[src/rtl/irqm_pkg.sv]
package irqm_pkg;

  localparam int ADDR_W = 12;

  typedef enum logic [2:0] {
    ACC_UNMAPPED = 3'd0,
    ACC_ZERO     = 3'd1,
    ACC_MASK     = 3'd2,
    ACC_VIEW     = 3'd3,
    ACC_RAW      = 3'd4
  } acc_kind_e;

  typedef struct packed {
    acc_kind_e  kind;
    logic [1:0] cpu;
  } acc_dec_t;

  // CPUs 0/1 live in the low group, CPUs 2/3 in the group 0x400 above it.
  function automatic logic [ADDR_W-1:0] mask_offset(input int idx);
    logic [ADDR_W-1:0] base;
    base = (idx >= 2) ? 12'h600 : 12'h200;
    return base + ((idx % 2 == 1) ? 12'h040 : 12'h000);
  endfunction

  function automatic logic [ADDR_W-1:0] view_offset(input int idx);
    return mask_offset(idx) + 12'h080;
  endfunction

  localparam logic [ADDR_W-1:0] RAW_OFFSET = 12'h300;

  function automatic logic is_reserved(input logic [ADDR_W-1:0] a);
    case (a)
      12'h000, 12'h040, 12'h0C0,
      12'h100, 12'h140, 12'h180, 12'h1C0,
      12'h340,
      12'h400, 12'h440, 12'h480, 12'h4C0,
      12'h580, 12'h5C0, 12'h780,
      12'hC00, 12'hC40, 12'hC80, 12'hCC0: return 1'b1;
      default: return 1'b0;
    endcase
  endfunction

  function automatic acc_dec_t decode(input logic [ADDR_W-1:0] a, input int n_cpu);
    acc_dec_t d;
    d.kind = ACC_UNMAPPED;
    d.cpu  = 2'd0;
    if (a == RAW_OFFSET) d.kind = ACC_RAW;
    else if (is_reserved(a)) d.kind = ACC_ZERO;
    for (int i = 0; i < 4; i++) begin
      if (i < n_cpu && a == mask_offset(i)) begin
        d.kind = ACC_MASK;
        d.cpu  = 2'(i);
      end
      if (i < n_cpu && a == view_offset(i)) begin
        d.kind = ACC_VIEW;
        d.cpu  = 2'(i);
      end
    end
    return d;
  endfunction

endpackage

[src/rtl/irqm_raw_capture.sv]
module irqm_raw_capture #(
  parameter int DATA_W      = 64,
  parameter int CASCADE_BIT = 55
) (
  input  logic              clk,
  input  logic              rst_n,
  input  logic [DATA_W-1:0] src_level,
  input  logic              cascade_irq,
  output logic [DATA_W-1:0] raw_next,
  output logic [DATA_W-1:0] raw_q
);

  // The cascade input owns its bit; the matching source pin is dropped.
  always_comb begin
    raw_next              = src_level;
    raw_next[CASCADE_BIT] = cascade_irq;
  end

  always_ff @(posedge clk or negedge rst_n) begin
    if (!rst_n) raw_q <= '0;
    else        raw_q <= raw_next;
  end

endmodule

[src/rtl/irqm_mask_bank.sv]
module irqm_mask_bank #(
  parameter int DATA_W = 64,
  parameter int N_CPU  = 4
) (
  input  logic                    clk,
  input  logic                    rst_n,
  input  logic                    wr_en,
  input  logic [1:0]              wr_cpu,
  input  logic [DATA_W-1:0]       wr_data,
  input  logic [DATA_W-1:0]       raw_next,
  output logic [N_CPU*DATA_W-1:0] mask_flat,
  output logic [N_CPU-1:0]        cpu_irq
);

  for (genvar i = 0; i < N_CPU; i++) begin : g_cpu
    logic [DATA_W-1:0] mask_q;
    logic [DATA_W-1:0] mask_d;
    logic              hit;

    assign hit    = wr_en && (wr_cpu == 2'(i));
    assign mask_d = hit ? wr_data : mask_q;

    always_ff @(posedge clk or negedge rst_n) begin
      if (!rst_n) begin
        mask_q     <= '0;
        cpu_irq[i] <= 1'b0;
      end else begin
        mask_q     <= mask_d;
        // Line evaluated from next-state values so it tracks its cause by one edge.
        cpu_irq[i] <= |(mask_d & raw_next);
      end
    end

    assign mask_flat[i*DATA_W +: DATA_W] = mask_q;
  end

endmodule

[src/rtl/irqm_csr_port.sv]
module irqm_csr_port
  import irqm_pkg::*;
#(
  parameter int DATA_W = 64,
  parameter int N_CPU  = 4
) (
  input  logic                    clk,
  input  logic                    rst_n,
  input  logic                    req_valid,
  input  logic                    req_write,
  input  logic [ADDR_W-1:0]       req_addr,
  input  logic [DATA_W-1:0]       req_wdata,
  input  logic [N_CPU*DATA_W-1:0] mask_flat,
  input  logic [DATA_W-1:0]       raw_q,
  output logic                    wr_en,
  output logic [1:0]              wr_cpu,
  output logic [DATA_W-1:0]       wr_data,
  output logic                    rsp_valid,
  output logic [DATA_W-1:0]       rsp_rdata,
  output logic                    rsp_err
);

  acc_dec_t          dec;
  logic [DATA_W-1:0] sel_mask;
  logic [DATA_W-1:0] rd_val;
  logic              bad;

  assign dec = decode(req_addr, N_CPU);
  assign bad = (dec.kind == ACC_UNMAPPED);

  always_comb begin
    sel_mask = '0;
    for (int i = 0; i < N_CPU; i++) begin
      if (dec.cpu == 2'(i)) sel_mask = mask_flat[i*DATA_W +: DATA_W];
    end
  end

  always_comb begin
    case (dec.kind)
      ACC_MASK: rd_val = sel_mask;
      ACC_VIEW: rd_val = sel_mask & raw_q;
      ACC_RAW:  rd_val = raw_q;
      ACC_ZERO: rd_val = '0;
      default:  rd_val = '1;
    endcase
  end

  assign wr_en   = req_valid && req_write && (dec.kind == ACC_MASK);
  assign wr_cpu  = dec.cpu;
  assign wr_data = req_wdata;

  always_ff @(posedge clk or negedge rst_n) begin
    if (!rst_n) begin
      rsp_valid <= 1'b0;
      rsp_rdata <= '0;
      rsp_err   <= 1'b0;
    end else begin
      rsp_valid <= req_valid;
      rsp_rdata <= (req_valid && !req_write) ? rd_val : '0;
      rsp_err   <= req_valid && bad;
    end
  end

endmodule

[src/rtl/irq_mask_unit.sv]
module irq_mask_unit
  import irqm_pkg::*;
#(
  parameter int DATA_W      = 64,
  parameter int N_CPU       = 4,
  parameter int CASCADE_BIT = 55
) (
  input  logic              clk,
  input  logic              rst_n,
  input  logic [DATA_W-1:0] src_level,
  input  logic              cascade_irq,
  input  logic              req_valid,
  input  logic              req_write,
  input  logic [ADDR_W-1:0] req_addr,
  input  logic [DATA_W-1:0] req_wdata,
  output logic              rsp_valid,
  output logic [DATA_W-1:0] rsp_rdata,
  output logic              rsp_err,
  output logic [N_CPU-1:0]  cpu_irq
);

  logic [DATA_W-1:0]       raw_next;
  logic [DATA_W-1:0]       raw_q;
  logic [N_CPU*DATA_W-1:0] mask_flat;
  logic                    wr_en;
  logic [1:0]              wr_cpu;
  logic [DATA_W-1:0]       wr_data;

  irqm_raw_capture #(.DATA_W(DATA_W), .CASCADE_BIT(CASCADE_BIT)) u_raw (
    .clk(clk), .rst_n(rst_n), .src_level(src_level), .cascade_irq(cascade_irq),
    .raw_next(raw_next), .raw_q(raw_q)
  );

  irqm_mask_bank #(.DATA_W(DATA_W), .N_CPU(N_CPU)) u_masks (
    .clk(clk), .rst_n(rst_n), .wr_en(wr_en), .wr_cpu(wr_cpu), .wr_data(wr_data),
    .raw_next(raw_next), .mask_flat(mask_flat), .cpu_irq(cpu_irq)
  );

  irqm_csr_port #(.DATA_W(DATA_W), .N_CPU(N_CPU)) u_csr (
    .clk(clk), .rst_n(rst_n), .req_valid(req_valid), .req_write(req_write),
    .req_addr(req_addr), .req_wdata(req_wdata), .mask_flat(mask_flat), .raw_q(raw_q),
    .wr_en(wr_en), .wr_cpu(wr_cpu), .wr_data(wr_data),
    .rsp_valid(rsp_valid), .rsp_rdata(rsp_rdata), .rsp_err(rsp_err)
  );

endmodule

[config.mk]
export PLATFORM = sky130hd
export DESIGN_NAME = irq_mask_unit
export DESIGN_NICKNAME = d
export VERILOG_FILES = /design/src/rtl/irqm_pkg.sv /design/src/rtl/irqm_raw_capture.sv /design/src/rtl/irqm_mask_bank.sv /design/src/rtl/irqm_csr_port.sv /design/src/rtl/irq_mask_unit.sv
export SDC_FILE = /design/constraint.sdc
export NUM_CORES = 1
export LEC_CHECK = 0
export BUFFER_PORTS_ARGS = -buffer_cell sky130_fd_sc_hd__buf_2
export CAP_MARGIN = 10
export CORE_ASPECT_RATIO = 1.25
export CORE_MARGIN = 3
export CORE_UTILIZATION = 30
export CTS_BUF_LIST = sky130_fd_sc_hd__clkbuf_8 sky130_fd_sc_hd__clkbuf_16
export DETAILED_ROUTE_END_ITERATION = 10
export PLACE_DENSITY_LB_ADDON = 0.12
export SLEW_MARGIN = 15
export SYNTH_ARGS = -nofsm -noshare
export SYNTH_HDL_FRONTEND = slang
export SYNTH_HIERARCHICAL = 1
export SYNTH_SLANG_ARGS = --single-unit
[constraint.sdc]
create_clock -name clk -period 3.3 [get_ports clk]
set_input_delay 0.66 -clock clk [delete_from_list [all_inputs] [get_ports clk]]
set_output_delay 0.66 -clock clk [all_outputs]
set_load 0.02 [all_outputs]
==> out/metrics.csv <==
stage;metric;value;unit
drt;drt drc;0;
global_routing;largest net degree at the start of global routing;91;
yosys;most frequent cells after synthesis;398 x nand2_1, 390 x dfrtp_1, 303 x mux2_2;
power_and_ir_drop;Worst VDD drop;0.000306;V
critical_path;Worst Setup EP;u_masks/cpu_irq[2];
global_routing;first-pass GRT wire length;125;mm
critical_path;FF-to-FF path depth;6;
place;RePlAce Congestion;0.891;
clocking;Num CTS Buffers;46;
global_routing;Congestion Overflow GR;0;
clocking;TritonCTS Sinks;390;
layout;nets;2358;
power_and_ir_drop;power share of the combinational group;7.5;%
critical_path;Crit path max-delay family;simple AND/OR/NAND/NOR gates;
clocking;CTS HTree Levels;2;
critical_path;Critical Path RT;3.76;ns
layout;Area growth, synth to finish;26.8;%
yosys;Synth cell types;51;
drt;DRT antenna net count;0;
yosys;YS warnings;6;
yosys;Mapped Area;21600;um2
sta;fmax;293;MHz
global_routing;met3 Use GR;2.78;%
critical_path;critical path launch point;req_addr[1];
sta;final hold vios;0;
layout;fraction of layout cells with a size suffix above 1;42.3;%
yosys;EDFF count, synth;0;
die;die area;75300;um2
sta;RSZ-0062 raised after global routing;true;
yosys;Post-Syn Nets;2116;
clocking;CTS clk-pin slew, worst paths;0.06;ns
place;Detail Placement HPWL;60.8;mm
power_and_ir_drop;Pwr Total;11.1;mW
yosys;synth top area cells;dfrtp_1 45%, mux2_2 16%, mux2i_1 8.9%, nand2_1 6.9%, buf_4 4.9%;
place;DP Worst Slack;-1.16;ns
yosys;FF+latch count, synth;390;
layout;Util after Layout;38.5;%
sta;final setup skew;0.0197;ns
clocking;root buffer cell;clkbuf_16;
critical_path;WP buf/inv;6;
yosys;Yosys top cell by area;dfrtp_1;
die;DIE WIDTH;246;um
critical_path;crit path launch type;primary input;
run;Max-Cap Viols;0;
global_routing;met1 Usage GRT;28.3;%
drt;drt total wl;84.9;mm
critical_path;Slowest cell on crit path;or4_1;
critical_path;CP Class;in2reg;
die;Core ar.;71100;um2
yosys;predominant post-synthesis flop cell;dfrtp_1;
critical_path;r2r startpoint;u_masks/g_cpu[0].mask_q[20];
critical_path;R2R Setup Slk;1.19;ns
critical_path;critical-path cell list;buf_8 -> nor4_4 -> nand2_1 -> nor3_1 -> nor3b_2 -> buf_4 -> nand3b_1 -> buf_12 -> buf_4 -> buf_4 -> buf_4 -> mux2i_1 -> a2111oi_4 -> nand4_1 -> or4_1;
drt;vias;16735;
critical_path;reg2reg end;u_masks/cpu_irq[0];
critical_path;most frequent CP cell;buf_4;
yosys;top-count cell post-synth;nand2_1;
yosys;syn_area_per_cell;11.0;um2
critical_path;CP max stage delay;0.51;ns
global_routing;antenna violations before repair;4;
sta;final setup vio count;4;
critical_path;Crit. End Element;flip-flop;
drt;1st-pass router iterations;6;
drt;wire per inst;26.6;um
yosys;Mapped Cells;1971;
critical_path;CP arrival;3.87;ns
sta;Worst Hold Margin;0.100;ns
sta;Final min period;3.41;ns
power_and_ir_drop;total leakage power;13.1;nW
global_routing;total track usage;22.3;%
power_and_ir_drop;Clock power frac;48.3;%
clocking;CTS Buffer Depth;3;
drt;DR iter-0 viols;914;
place;Port Buffers;213;
yosys;Seq/Total Area, Yosys;45.2;%
power_and_ir_drop;Int Pwr;8.35;mW
critical_path;critical path peak fanout;6;
layout;filler cell count;6882;
clocking;Skew-Pair Late Insertion Delay;0.59;ns
sta;Tightest Pin Transition;1.07;ns
clocking;CTS tree;built;
die;io pins;215;
sta;Worst Slack Setup Final;-0.109;ns
global_routing;GRT busiest layer;met2;
power_and_ir_drop;switch share;24.9;%
yosys;asr flop ratio synth;100;%
critical_path;Critical Path Stages;15;
outcome;status;finished, violations left;
drt;routed vias/inst;5.24;
yosys;post-synth top area share;45.2;%
die;die height;306;um
global_routing;via count of the first global-routing pass;17780;
power_and_ir_drop;Psw;2.76;mW
sta;final period utilization;103;%
die;Initial Util;30.4;%
outcome;failing checks;setup timing;
hold_path;Min-Delay Path Class;in2async;
sta;Slew Viols, Final;0;
sta;Slew Limit Headroom;29.0;%
sta;total negative slack;-0.339;ns
global_routing;met2 GRT Util;40.1;%
power_and_ir_drop;Flop pwr share;44.2;%
die;# rows;109;
power_and_ir_drop;Pwr Density;406;nW/um2
power by group through the flow:
stage / clock network, mW / logic [mW] / registers, mW
6_report: 5.36 / 0.837 / 4.91
5_1_grt: 5.69 / 0.902 / 4.92
4_1_cts: 5.53 / 0.843 / 4.91
3_5_place_dp: 0 / 0.814 / 5.00
3_3_place_gp: 0 / 0.814 / 5.00
2_1_floorplan: 0 / 0.364 / 5.05
per-layer routing:
metal,up-vias,routed length (um)
li1,7585,-
met1,8718,36200
met2,326,43800
met3,106,3000
met4,0,1920
met5,-,0
sequential cells by signal, indices dropped and copies added, names as in the netlist:
| register | flops |
|---|---|
| u_csr/rsp_valid | 1 |
| u_csr/rsp_rdata | 64 |
| u_raw/raw_q | 64 |
| u_csr/rsp_err | 1 |
| u_masks/cpu_irq | 4 |
| u_masks/g_cpu.mask_q | 256 |
final cells by class:
cell class                 instances  area, um2  share of cell area, %
antenna                            3       7.51                 0.0274
clock inverter                    19        190                  0.695
clock buffer                      62       1380                   5.05
multi-input combinational       1327      11400                   41.6
tap                              943       1180                   4.31
sequential                       390       9760                   35.6
timing repair buffer             448       3470                   12.7
cell usage in the layout (no fill, tap or decap), types with 6 or more instances in the layout:
master,count
dfrtp_1,390
mux2_4,34
mux2_2,273
buf_4,178
inv_1,9
buf_6,24
a2111oi_2,16
nor2b_1,6
buf_2,205
mux2i_1,177
mux2i_2,14
a2111oi_4,41
nor2_1,7
a21oi_1,63
clkbuf_8,15
clkbuf_16,47
nand2_2,27
buf_12,30
a32o_1,60
nand2_1,397
buf_8,6
nand4_1,16
mux2_1,10
o21ai_0,61
a311o_1,60
worst reg2reg max path: cells and delay by family (launching register included):
kind                   cells  cell delay, ns
AOI/OAI and AO/OA          1            0.35
buffers and inverters      1            0.20
DFF                        1            0.39
muxes                      1            0.24
and+or+nand+nor            3            0.82
logic make-up after synthesis:
kind of cell | count (synthesis) | synth area share (%)
multiplexers | 512 | 25.7
AND/OR/NAND/NOR | 490 | 9.78
flip-flops | 390 | 45.2
AO/OA/AOI/OAI | 325 | 11.7
buffers and inverters | 254 | 7.61
what timing repair did:
item,4_1_cts,5_1_grt
pin swaps,39,14
hold buffers,0,0
setup buffers,51,3
cloned,5,0
endpoints found under the setup margin,4,7
resized for setup,107,33
how the worst min path moves through the flow:
stage	from	endpoint	slack (ns)	depth (start not counted)
2_1_floorplan	rst_n	u_csr/rsp_err	0.36	0
3_3_place_gp	u_raw/raw_q[29]	u_csr/rsp_rdata[29]	0.48	1
3_5_place_dp	u_raw/raw_q[54]	u_csr/rsp_rdata[54]	0.48	1
4_1_cts	rst_n	u_masks/g_cpu[0].mask_q[13]	0.12	1
5_1_grt	rst_n	u_masks/g_cpu[0].mask_q[13]	0.15	1
6_report	rst_n	u_masks/g_cpu[0].mask_q[13]	0.10	1
stage by stage:
stage	area (um2)	std cells
6_report	27400	3192
3_3_place_gp	24600	3052
4_1_cts	27200	3190
5_1_grt	27400	3190
3_5_place_dp	24600	3053
2_1_floorplan	22400	1971
Note: power is estimated with default switching activity, not from simulation.
